### config.mk
export PLATFORM = sky130hd
export DESIGN_NAME = prot_xlate
export DESIGN_NICKNAME = d
export VERILOG_FILES = /design/src/rtl/xlate_pkg.sv /design/src/rtl/xlate_sel_decode.sv /design/src/rtl/xlate_desc_table.sv /design/src/rtl/xlate_check.sv /design/src/rtl/prot_xlate.sv
export SDC_FILE = /design/constraint.sdc
export NUM_CORES = 1
export LEC_CHECK = 0
export CORE_ASPECT_RATIO = 0.8
export CORE_UTILIZATION = 39
export CTS_BUF_LIST = sky130_fd_sc_hd__clkbuf_2
export DETAILED_ROUTE_END_ITERATION = 10
export GPL_TIMING_DRIVEN = 0
export SLEW_MARGIN = 15
export SYNTH_ARGS = -nofsm -noshare
export SYNTH_HDL_FRONTEND = slang
export SYNTH_SLANG_ARGS = --single-unit
export TNS_END_PERCENT = 30
### constraint.sdc
create_clock -name clk -period 3.8 [get_ports clk]
set_input_delay 0.76 -clock clk [delete_from_list [all_inputs] [get_ports clk]]
set_output_delay 0.76 -clock clk [all_outputs]
set_load 0.01 [all_outputs]
### src/rtl/xlate_pkg.sv
package xlate_pkg;
  localparam int PA_W  = 24;
  localparam int LEN_W = 16;

  typedef enum logic [1:0] {
    CAUSE_NONE   = 2'b00,
    CAUSE_ABSENT = 2'b01,
    CAUSE_RANGE  = 2'b10,
    CAUSE_RDONLY = 2'b11
  } cause_e;

  typedef struct packed {
    logic [PA_W-1:0]  base;
    logic [LEN_W-1:0] limit;
    logic             wr_ok;
    logic             present;
  } desc_t;

  // base + offset, wrapping at the top of the physical space
  function automatic logic [PA_W-1:0] phys_sum(input logic [PA_W-1:0] b,
                                               input logic [LEN_W-1:0] o);
    return b + PA_W'(o);
  endfunction

  // fault selection with fixed priority: absent, range, read-only
  function automatic cause_e pick_cause(input logic absent, input logic over,
                                        input logic wr_denied);
    if (absent)    return CAUSE_ABSENT;
    if (over)      return CAUSE_RANGE;
    if (wr_denied) return CAUSE_RDONLY;
    return CAUSE_NONE;
  endfunction
endpackage

### src/rtl/xlate_sel_decode.sv
module xlate_sel_decode #(
  parameter int SEL_W   = 16,
  parameter int IDX_LSB = 3,
  parameter int IDX_W   = 3
) (
  input  logic [SEL_W-1:0] sel,
  output logic [IDX_W-1:0] idx
);
  // low IDX_LSB bits and bits above the index field are dropped
  assign idx = IDX_W'(sel >> IDX_LSB);
endmodule

### src/rtl/xlate_desc_table.sv
module xlate_desc_table
  import xlate_pkg::*;
#(
  parameter int N_DESC = 8,
  localparam int IDX_W = $clog2(N_DESC)
) (
  input  logic             clk,
  input  logic             rst_n,
  input  logic             wr_en,
  input  logic [IDX_W-1:0] wr_idx,
  input  desc_t            wr_desc,
  input  logic [IDX_W-1:0] rd_idx,
  output desc_t            rd_desc
);
  desc_t slot_q [N_DESC];

  for (genvar g = 0; g < N_DESC; g++) begin : g_slot
    desc_t q;
    always_ff @(posedge clk or negedge rst_n) begin
      if (!rst_n)                               q <= '0;
      else if (wr_en && wr_idx == IDX_W'(g))    q <= wr_desc;
    end
    assign slot_q[g] = q;
  end

  assign rd_desc = slot_q[rd_idx];
endmodule

### src/rtl/xlate_check.sv
module xlate_check
  import xlate_pkg::*;
(
  input  desc_t            d,
  input  logic [LEN_W-1:0] ofs,
  input  logic             wr,
  output cause_e           cause,
  output logic [PA_W-1:0]  addr,
  output logic             hit_present,
  output logic             hit_over,
  output logic             hit_rdonly
);
  assign hit_present = d.present;
  assign hit_over    = (ofs >= d.limit);
  assign hit_rdonly  = !d.wr_ok;
  assign cause       = pick_cause(!hit_present, hit_over, wr && hit_rdonly);
  assign addr        = phys_sum(d.base, ofs);
endmodule

### src/rtl/prot_xlate.sv
module prot_xlate
  import xlate_pkg::*;
#(
  parameter int SEL_W   = 16,
  parameter int IDX_LSB = 3,
  parameter int N_DESC  = 8,
  localparam int IDX_W  = $clog2(N_DESC)
) (
  input  logic             clk,
  input  logic             rst_n,
  input  logic             ld_en,
  input  logic [IDX_W-1:0] ld_idx,
  input  logic [PA_W-1:0]  ld_base,
  input  logic [LEN_W-1:0] ld_limit,
  input  logic             ld_wr_ok,
  input  logic             ld_present,
  input  logic             req_valid,
  input  logic [SEL_W-1:0] req_sel,
  input  logic [LEN_W-1:0] req_ofs,
  input  logic             req_write,
  output logic             rsp_valid,
  output logic [1:0]       rsp_cause,
  output logic [PA_W-1:0]  rsp_addr
);
  logic [IDX_W-1:0] req_idx;
  desc_t            ld_desc, cur_desc;
  cause_e           nxt_cause;
  logic [PA_W-1:0]  nxt_addr;
  // named events for the checker
  logic             hit_present, hit_over, hit_rdonly;

  assign ld_desc = '{base: ld_base, limit: ld_limit, wr_ok: ld_wr_ok, present: ld_present};

  xlate_sel_decode #(.SEL_W(SEL_W), .IDX_LSB(IDX_LSB), .IDX_W(IDX_W)) u_dec (
    .sel (req_sel),
    .idx (req_idx)
  );

  xlate_desc_table #(.N_DESC(N_DESC)) u_tbl (
    .clk     (clk),
    .rst_n   (rst_n),
    .wr_en   (ld_en),
    .wr_idx  (ld_idx),
    .wr_desc (ld_desc),
    .rd_idx  (req_idx),
    .rd_desc (cur_desc)
  );

  xlate_check u_chk_logic (
    .d           (cur_desc),
    .ofs         (req_ofs),
    .wr          (req_write),
    .cause       (nxt_cause),
    .addr        (nxt_addr),
    .hit_present (hit_present),
    .hit_over    (hit_over),
    .hit_rdonly  (hit_rdonly)
  );

  always_ff @(posedge clk or negedge rst_n) begin
    if (!rst_n) begin
      rsp_valid <= 1'b0;
      rsp_cause <= CAUSE_NONE;
      rsp_addr  <= '0;
    end else begin
      rsp_valid <= req_valid;
      if (req_valid) begin
        rsp_cause <= nxt_cause;
        rsp_addr  <= (nxt_cause == CAUSE_NONE) ? nxt_addr : '0;
      end else begin
        rsp_cause <= CAUSE_NONE;
        rsp_addr  <= '0;
      end
    end
  end
endmodule

==> results by group, run 1 <==
Yosys
  • Seq/Total Area, Yosys: 53.7%
  • Synth warnings: 0
  • Synth async-reset ratio: 100%
  • Yosys top cell by area: dfrtp_1
  • Largest cells by area after synthesis: dfrtp_1, mux2_2, mux4_2
  • Avg Cell Area, Syn: 15.5 um2
  • Cell count after synthesis: 1092
  • Syn Nets: 1207
  • Most common flop cell mapped by yosys: dfrtp_1
  • Largest family of logic cells by synthesized area: multiplexers
  • Synth top cells by count: dfrtp_1, mux2_2, mux4_2
  • Synth Register Bits: 363
  • Most frequent cell after synthesis: dfrtp_1
  • Post-synth EDFFs: 0
  • Synth unique cells: 48
  • Synth Area in Simple Gates: 2.61%
  • Synth Area in Compound Gates: 2.48%
  • Multiplexer area fraction after synthesis: 36.3%
  • Synth Area in Adders: 2.48%
  • Top cell type's share of synthesized area: 53.7%
  • Xor and xnor area share after synthesis: 0.776%
  • Cell Area, Synth: 0.0169 mm2

Setup path
  • Largest stage delay, worst path: 590 ps
  • Crit-path max FO: 19
  • Crit-path slowest cell: clkdlybuf4s50_1
  • Arrival time worst endpoint: 4640 ps
  • Crit path required time: 4680 ps
  • Worst Setup End Kind: flip-flop
  • Crit-path leading delay family: buffers and inverters
  • Bufs and invs on worst path: 5
  • Kind of critical path: in2reg
  • Crit path top cell by count: clkbuf_8
  • Crit path cell chain: clkdlybuf4s50_1 > buf_12 > clkbuf_8 > clkbuf_8 > mux4_2 > mux2i_2 > ha_1 > a211o_1 > a21oi_1 > o31a_1 > o21ai_0 > nor2_1 > nand3_1 > clkbuf_4 > nor3b_4
  • Crit path launch type: input port

Status
  • Status: finished clean

Min path
  • HP Class: in2async

Place
  • GP Congestion: 0.853
  • Post-DP Area: 0.0187 mm2
  • Port bufs: 90
  • Post-DP HPWL: 28700 um

Pwr
  • Int Power: 7.14 mW
  • Final Power: 10.3 mW
  • PD cells: 522 mW/mm2
  • Clock power share: 25.7%
  • Sw Ratio: 30.6%
  • Flop pwr share: 49.2%
  • Psw: 3.14 mW
  • Leak: 8.45 nW
  • Max VDD drop: 0.000208 V
  • Comb power frac: 25.2%

Job
  • Max-Cap Viols: 0

Routing
  • Via count: 10292
  • First drt pass iteration count: 5
  • Routed len/inst: 22.6 um
  • Routed Antenna Nets: 0
  • Final WL: 43100 um
  • DR vias/cell: 5.40
  • # DRC: 0
  • Iter 0 DRT Violations: 658

Timing
  • Clk_skew: 56.0 ps
  • Final worst path period share: 99.0%
  • Worst slew margin: 20.7%
  • Min cycle time layout: 3760 ps
  • Final setup viols: 0
  • Worst-Margin Slew: 1180 ps
  • Peak Freq: 0.266 GHz
  • Final slew viol count: 0
  • Final hold violations: 0

Clocking
  • CTS tree: done
  • Clock buffer depth: 3
  • Root buffer cell: clkbuf_2
  • Htree depth: 3
  • Clock latency on the worst-skew pair: 990 ps
  • Clock transition at the registers of the reported paths: 110 ps
  • Number of buffers created by CTS: 92
  • CTS Sinks: 363

Final layout
  • Fillers: 3771
  • Area Overhead vs Synth: 16.4%
  • Final instance area: 0.0197 mm2
  • Nets: 1396
  • Share of layout cells above drive strength 1: 44.9%

Global routing
  • Vias in the first global route: 10927
  • Largest net degree at the start of global routing: 98
  • Initial antenna violation count: 9
  • Gr ovfl total: 0
  • GRT Resource Usage Total: 20.2%
  • First-pass GRT wire length: 67400 um

Die
  • Die X-Extent: 235 um
  • Die Area: 0.0443 mm2
  • # rows: 67
  • Die Y: 188 um
  • I/O pin count: 109
  • Initial Util: 40.0%
  • Core area: 0.0423 mm2
worst reg2reg max path, cell delays in order (launching register included):
cell       delay [ps]
dfrtp_1           390
mux4_2            490
mux2_2            330
ha_1              270
nand2b_1          140
a2111oi_0         400
o31a_1            230
o21ai_0           190
nor2_1            180
nand3_1           130
clkbuf_4          260
nor3b_4           270
power groups by stage:
stage	clock [mW]	sequential, mW	combinational (mW)
after global placement	0	5.12	2.45
after floorplan	0	5.01	1.79
after CTS	2.75	5.05	2.57
final	2.64	5.05	2.59
after global routing	2.96	5.17	2.81
after detailed placement	0	5.12	2.51
layout make-up:
class / instances / area [um2] / share of cell area [%]
Sequential cell: 363 / 9080 / 46.1
Multi-Input combinational cell: 659 / 7670 / 38.9
Timing Repair Buffer: 96 / 1010 / 5.14
Tap cell: 552 / 691 / 3.50
Clock buffer: 121 / 606 / 3.07
Buffer: 60 / 387 / 1.96
Clock inverter: 42 / 214 / 1.09
Inverter: 9 / 33.8 / 0.171
Antenna cell: 5 / 12.5 / 0.0635
cells by family (layout without fill, tap and decap cells):
kind of cell             count (synthesis)  in the layout
XOR/XNOR                                15             15
multiplexers                           460            460
AO/OA/AOI/OAI                           65             65
flip-flops                             363            363
other                                    0              5
adder cells (fa/ha/maj)                 33             33
AND/OR/NAND/NOR                         86             86
buffers and inverters                   70            328
layout by cell type (no fill, tap or decap), types with 3 or more instances in the layout:
cell type	count
inv_1	9
buf_16	3
dfrtp_1	363
a21o_1	6
or3_1	3
mux4_1	11
mux2i_1	18
xor2_1	12
clkbuf_4	6
nand3_1	8
mux2_2	354
a21oi_1	20
clkbuf_1	36
nand2_1	12
clkbuf_2	122
nor3_1	9
clkdlybuf4s50_1	89
nand4b_1	3
diode_2	5
xnor2_1	3
o21a_1	4
clkbuf_8	5
clkinv_2	3
mux4_2	73
o21ai_0	13
nor2_2	3
clkinv_1	35
and2_1	3
o211ai_1	4
a211o_1	3
nor2_1	25
ha_1	32
buf_6	6
buf_4	6
nand2b_1	6
sequential cells by signal, indices dropped and copies added, names as in the netlist:
signal	flops
rsp_addr	24
u_tbl.g_slot.q	336
rsp_cause	2
rsp_valid	1
per-layer routing:
layer / up-vias / routed length (um) / track usage, %
met5: - / 45 / 0
met4: 8 / 794 / 5.97
met3: 74 / 2510 / 5.44
met2: 268 / 18800 / 29.3
met1: 5373 / 20900 / 29.6
li1: 4569 / - / -
path summary, 6_finish.rpt:
path | from | to | slack [ps] | cells past startpoint
worst max-delay path | req_sel[4] | rsp_addr[14] | 40 | 15
worst min-delay path | rst_n | u_tbl.g_slot[4].q[21] | 360 | 2
worst max register to register | u_tbl.g_slot[7].q[2] | rsp_addr[14] | 420 | 11
worst min register to register | u_tbl.g_slot[1].q[39] | u_tbl.g_slot[1].q[39] | 510 | 1
max in group asynchronous | rst_n | u_tbl.g_slot[2].q[37] | 1690 | 5
min in group clk | req_valid | rsp_valid | 360 | 1
timing repair:
| action | CTS | global route |
|---|---|---|
| buffers inserted | 0 | 2 |
| hold buffers | 1 | 0 |
| gates resized for setup | 43 | 12 |
| setup endpoints to repair | 26 | 12 |
| pin swaps | 1 | 2 |
| hold endpoints to repair | 91 | 0 |
per-stage QoR:
| step | setup TNS, ps | utilization [%] | setup slack [ps] | hold slack (ps) | cells |
|---|---|---|---|---|---|
| 2_1_floorplan | 0 | - | 2.41 | 464 | 1092 |
| 3_3_place_gp | -5188290 | 43.9 | -14170 | 479 | 1734 |
| 5_1_grt | -0.144 | 46.5 | -0.144 | 325 | 1905 |
| 4_1_cts | 0 | 46.4 | 48.1 | 267 | 1900 |
| 3_5_place_dp | -60210 | 44.1 | -2660 | 486 | 1737 |
| 6_report | 0 | 46.5 | 39.8 | 361 | 1907 |
(Power assumes the default switching activity.)
==> run 2: changes to the inputs <==
CORE_MARGIN = 2   (was not set)
CORE_UTILIZATION = 45   (was 39)
SETUP_SLACK_MARGIN = 0.05   (was not set)
==> run 2 against run 1 <==
Via count fell by 1.0%. Critical path depth shrank 1. Combinational power barely moved. Clock skew up 5.6 ps. Power down 0.65%. Sequential power hardly changed. Sequential share of layout area is 0.35 points higher. Cell count fell by 4.0%. Design area is 0.75% lower. Count of clock-buffer cells in the layout is 12 higher. Largest power group unchanged.
==> results by group, run 2 (synthesis gave the netlist of run 1 again) <==
Die
  • Die X-Extent: 221 um (-6.0%)
  • Initial Util: 45.7% (+5.7 points)
  • Die Y: 177 um (-5.8%)
  • # rows: 63 (-6.0%)
  • Die Area: 0.0392 mm2 (-11%)
  • Core area: 0.0370 mm2 (-12%)
  • I/O pin count: 109 (unchanged)

Clocking
  • Clock transition at the registers of the reported paths: 100 ps (about the same)
  • Number of buffers created by CTS: 91 (-1.1%)
  • Clock latency on the worst-skew pair: 1010 ps (+20 ps)
  • Htree depth: 3 (unchanged)
  • CTS tree: done
  • CTS Sinks: 363 (unchanged)
  • Root buffer cell: clkbuf_2
  • Clock buffer depth: 3 (unchanged)

Timing
  • Worst-Margin Slew: 1140 ps (-46.0 ps)
  • Final worst path period share: 97.4% (-1.5 points)
  • Peak Freq: 0.270 GHz (+1.6%)
  • TNS Setup: 0 ps (unchanged)
  • Final setup viols: 0 (unchanged)
  • Clk_skew: 61.6 ps (+5.58 ps)
  • Min cycle time layout: 3700 ps (-58.8 ps)
  • Final hold violations: 0 (unchanged)
  • RSZ-0062 raised after global routing: false
  • Worst slew margin: 23.7% (+3.1 points)
  • Final slew viol count: 0 (unchanged)

Setup path
  • R2R Setup Slk: 460 ps (+40 ps)
  • Crit path launch type: input port
  • Worst flop-to-flop path startpoint: u_tbl.g_slot[2].q[19]
  • Crit-path max FO: 19 (unchanged)
  • Kind of critical path: in2reg
  • Worst Setup End Kind: flip-flop
  • R2R cell count: 12 (+1)
  • Arrival time worst endpoint: 4580 ps (-60 ps)
  • Crit path required time: 4670 ps (about the same)
  • Reg2reg end: rsp_addr[23]

Place
  • GP Congestion: 0.827 (-3.1%)
  • Port bufs: 90 (unchanged)
  • Post-DP HPWL: 27800 um (-3.1%)

Global routing
  • Gr ovfl total: 0 (unchanged)
  • First-pass GRT wire length: 64600 um (-4.1%)
  • Largest net degree at the start of global routing: 104 (+6.1%)
  • Initial antenna violation count: 8 (-1)
  • Vias in the first global route: 10641 (-2.6%)
  • GRT Resource Usage Total: 22.0% (+1.7 points)

Job
  • Max-Cap Viols: 0 (unchanged)

Final layout
  • Most frequent cells in the layout: dfrtp_1, mux2_2, clkbuf_2, clkdlybuf4s50_1, mux4_2
  • Nets: 1396 (unchanged)
  • Most flops, register: u_tbl.g_slot.q
  • Max reg flops: 336 (unchanged)
  • Area Overhead vs Synth: 15.5%
  • Share of layout cells above drive strength 1: 46.0% (+1.1 points)
  • Most common cell after layout, fill and taps aside: dfrtp_1
  • Top Registers: u_tbl.g_slot.q (336), rsp_addr (24), rsp_cause (2)

Pwr
  • Final Power: 10.2 mW (-0.65%)
  • Max VDD drop: 0.000267 V (+28%)
  • Leak: 8.45 nW (about the same)
  • PD cells: 522 mW/mm2 (+0.10%)

Routing
  • Via count: 10186 (-1.0%)
  • Final WL: 41700 um (-3.2%)
  • DR vias/cell: 5.57 (+3.1%)
  • # DRC: 0 (unchanged)
  • Routed Antenna Nets: 0 (unchanged)
  • Iter 0 DRT Violations: 462 (-30%)
  • Routed len/inst: 22.8 um (+0.88%)
  • First drt pass iteration count: 5 (unchanged)

Min path
  • HP Class: in2async

Status
  • Status: finished clean
-- run 2: layer usage --
| metal | vias to the layer above | part of all wire [%] | track usage (%) |
|---|---|---|---|
| li1 | 4541 | - | - |
| met2 | 229 | 43 | 31.7 |
| met4 | 6 | 2.0 | 6.60 |
| met3 | 63 | 5.2 | 5.88 |
| met5 | - | 0.091 | 0 |
| met1 | 5347 | 50 | 32.5 |
-- run 2: how the worst max path moves through the flow --
stage | from | end | slack [ps]
after CTS | req_sel[4] | rsp_addr[18] | 10
after global placement | rst_n | u_tbl.g_slot[0].q[37] | -14250
final | req_sel[4] | rsp_addr[11] | 100
after global routing | req_sel[5] | rsp_addr[21] | 40
after detailed placement | req_sel[4] | rsp_addr[13] | -2330
after floorplan | req_sel[3] | rsp_addr[17] | 40
-- run 2: through the flow --
step	instance area (um2)	setup slack, ps	util [%]	instances	hold slack, ps
6_report	19600	98.7	52.8	1830	339
5_1_grt	19600	39.7	52.8	1827	254
4_1_cts	19500	13.8	52.6	1820	276
3_5_place_dp	18600	-2330	50.2	1672	485
3_3_place_gp	18500	-14250	50.0	1669	480
2_1_floorplan	17000	42.4	-	1092	464
-- run 2: final cells by class --
type / instances / area (um2)
multi-input combinational: 659 / 7640
antenna: 8 / 20.0
tap: 487 / 609
clock buffer: 133 / 666
buffer: 60 / 380
inverter: 9 / 33.8
fill: 3223 / 17500
clock inverter: 14 / 105
sequential: 363 / 9080
timing repair buffer: 97 / 1020
-- run 2: power breakdown --
part	internal (mW)	switching (mW)	total [mW]
Clock	1.05	1.56	2.60
Sequential	4.67	0.375	5.05
Combinational	1.45	1.11	2.56
Total	7.17	3.04	10.2
-- run 2: worst max-delay path, stage by stage --
cell             delay (ps)
clkdlybuf4s50_1         560
buf_8                   260
clkbuf_8                270
clkbuf_8                230
mux4_2                  340
mux2i_2                 290
ha_1                    290
a2111oi_0               380
o31a_1                  210
o21ai_1                 150
nor2_1                  160
nand3_1                 130
clkbuf_4                260
nor2_1                  260
-- run 2: timing repair --
item / 4_1_cts / 5_1_grt
gates resized for setup: 35 / 15
hold buffers: 1 / 0
pin swaps: 0 / 3
endpoints found under the setup margin: 26 / 18
cloned: 0 / 0
endpoints found under the hold margin: 83 / 0
setup buffers: 0 / 3
==> run 3: changes to the inputs <==
ABC_CLOCK_PERIOD_IN_PS = 3800   (was not set)
==> results of run 3 <==
Same layout as run 2: the final DEF is identical, and so are final timing and power.
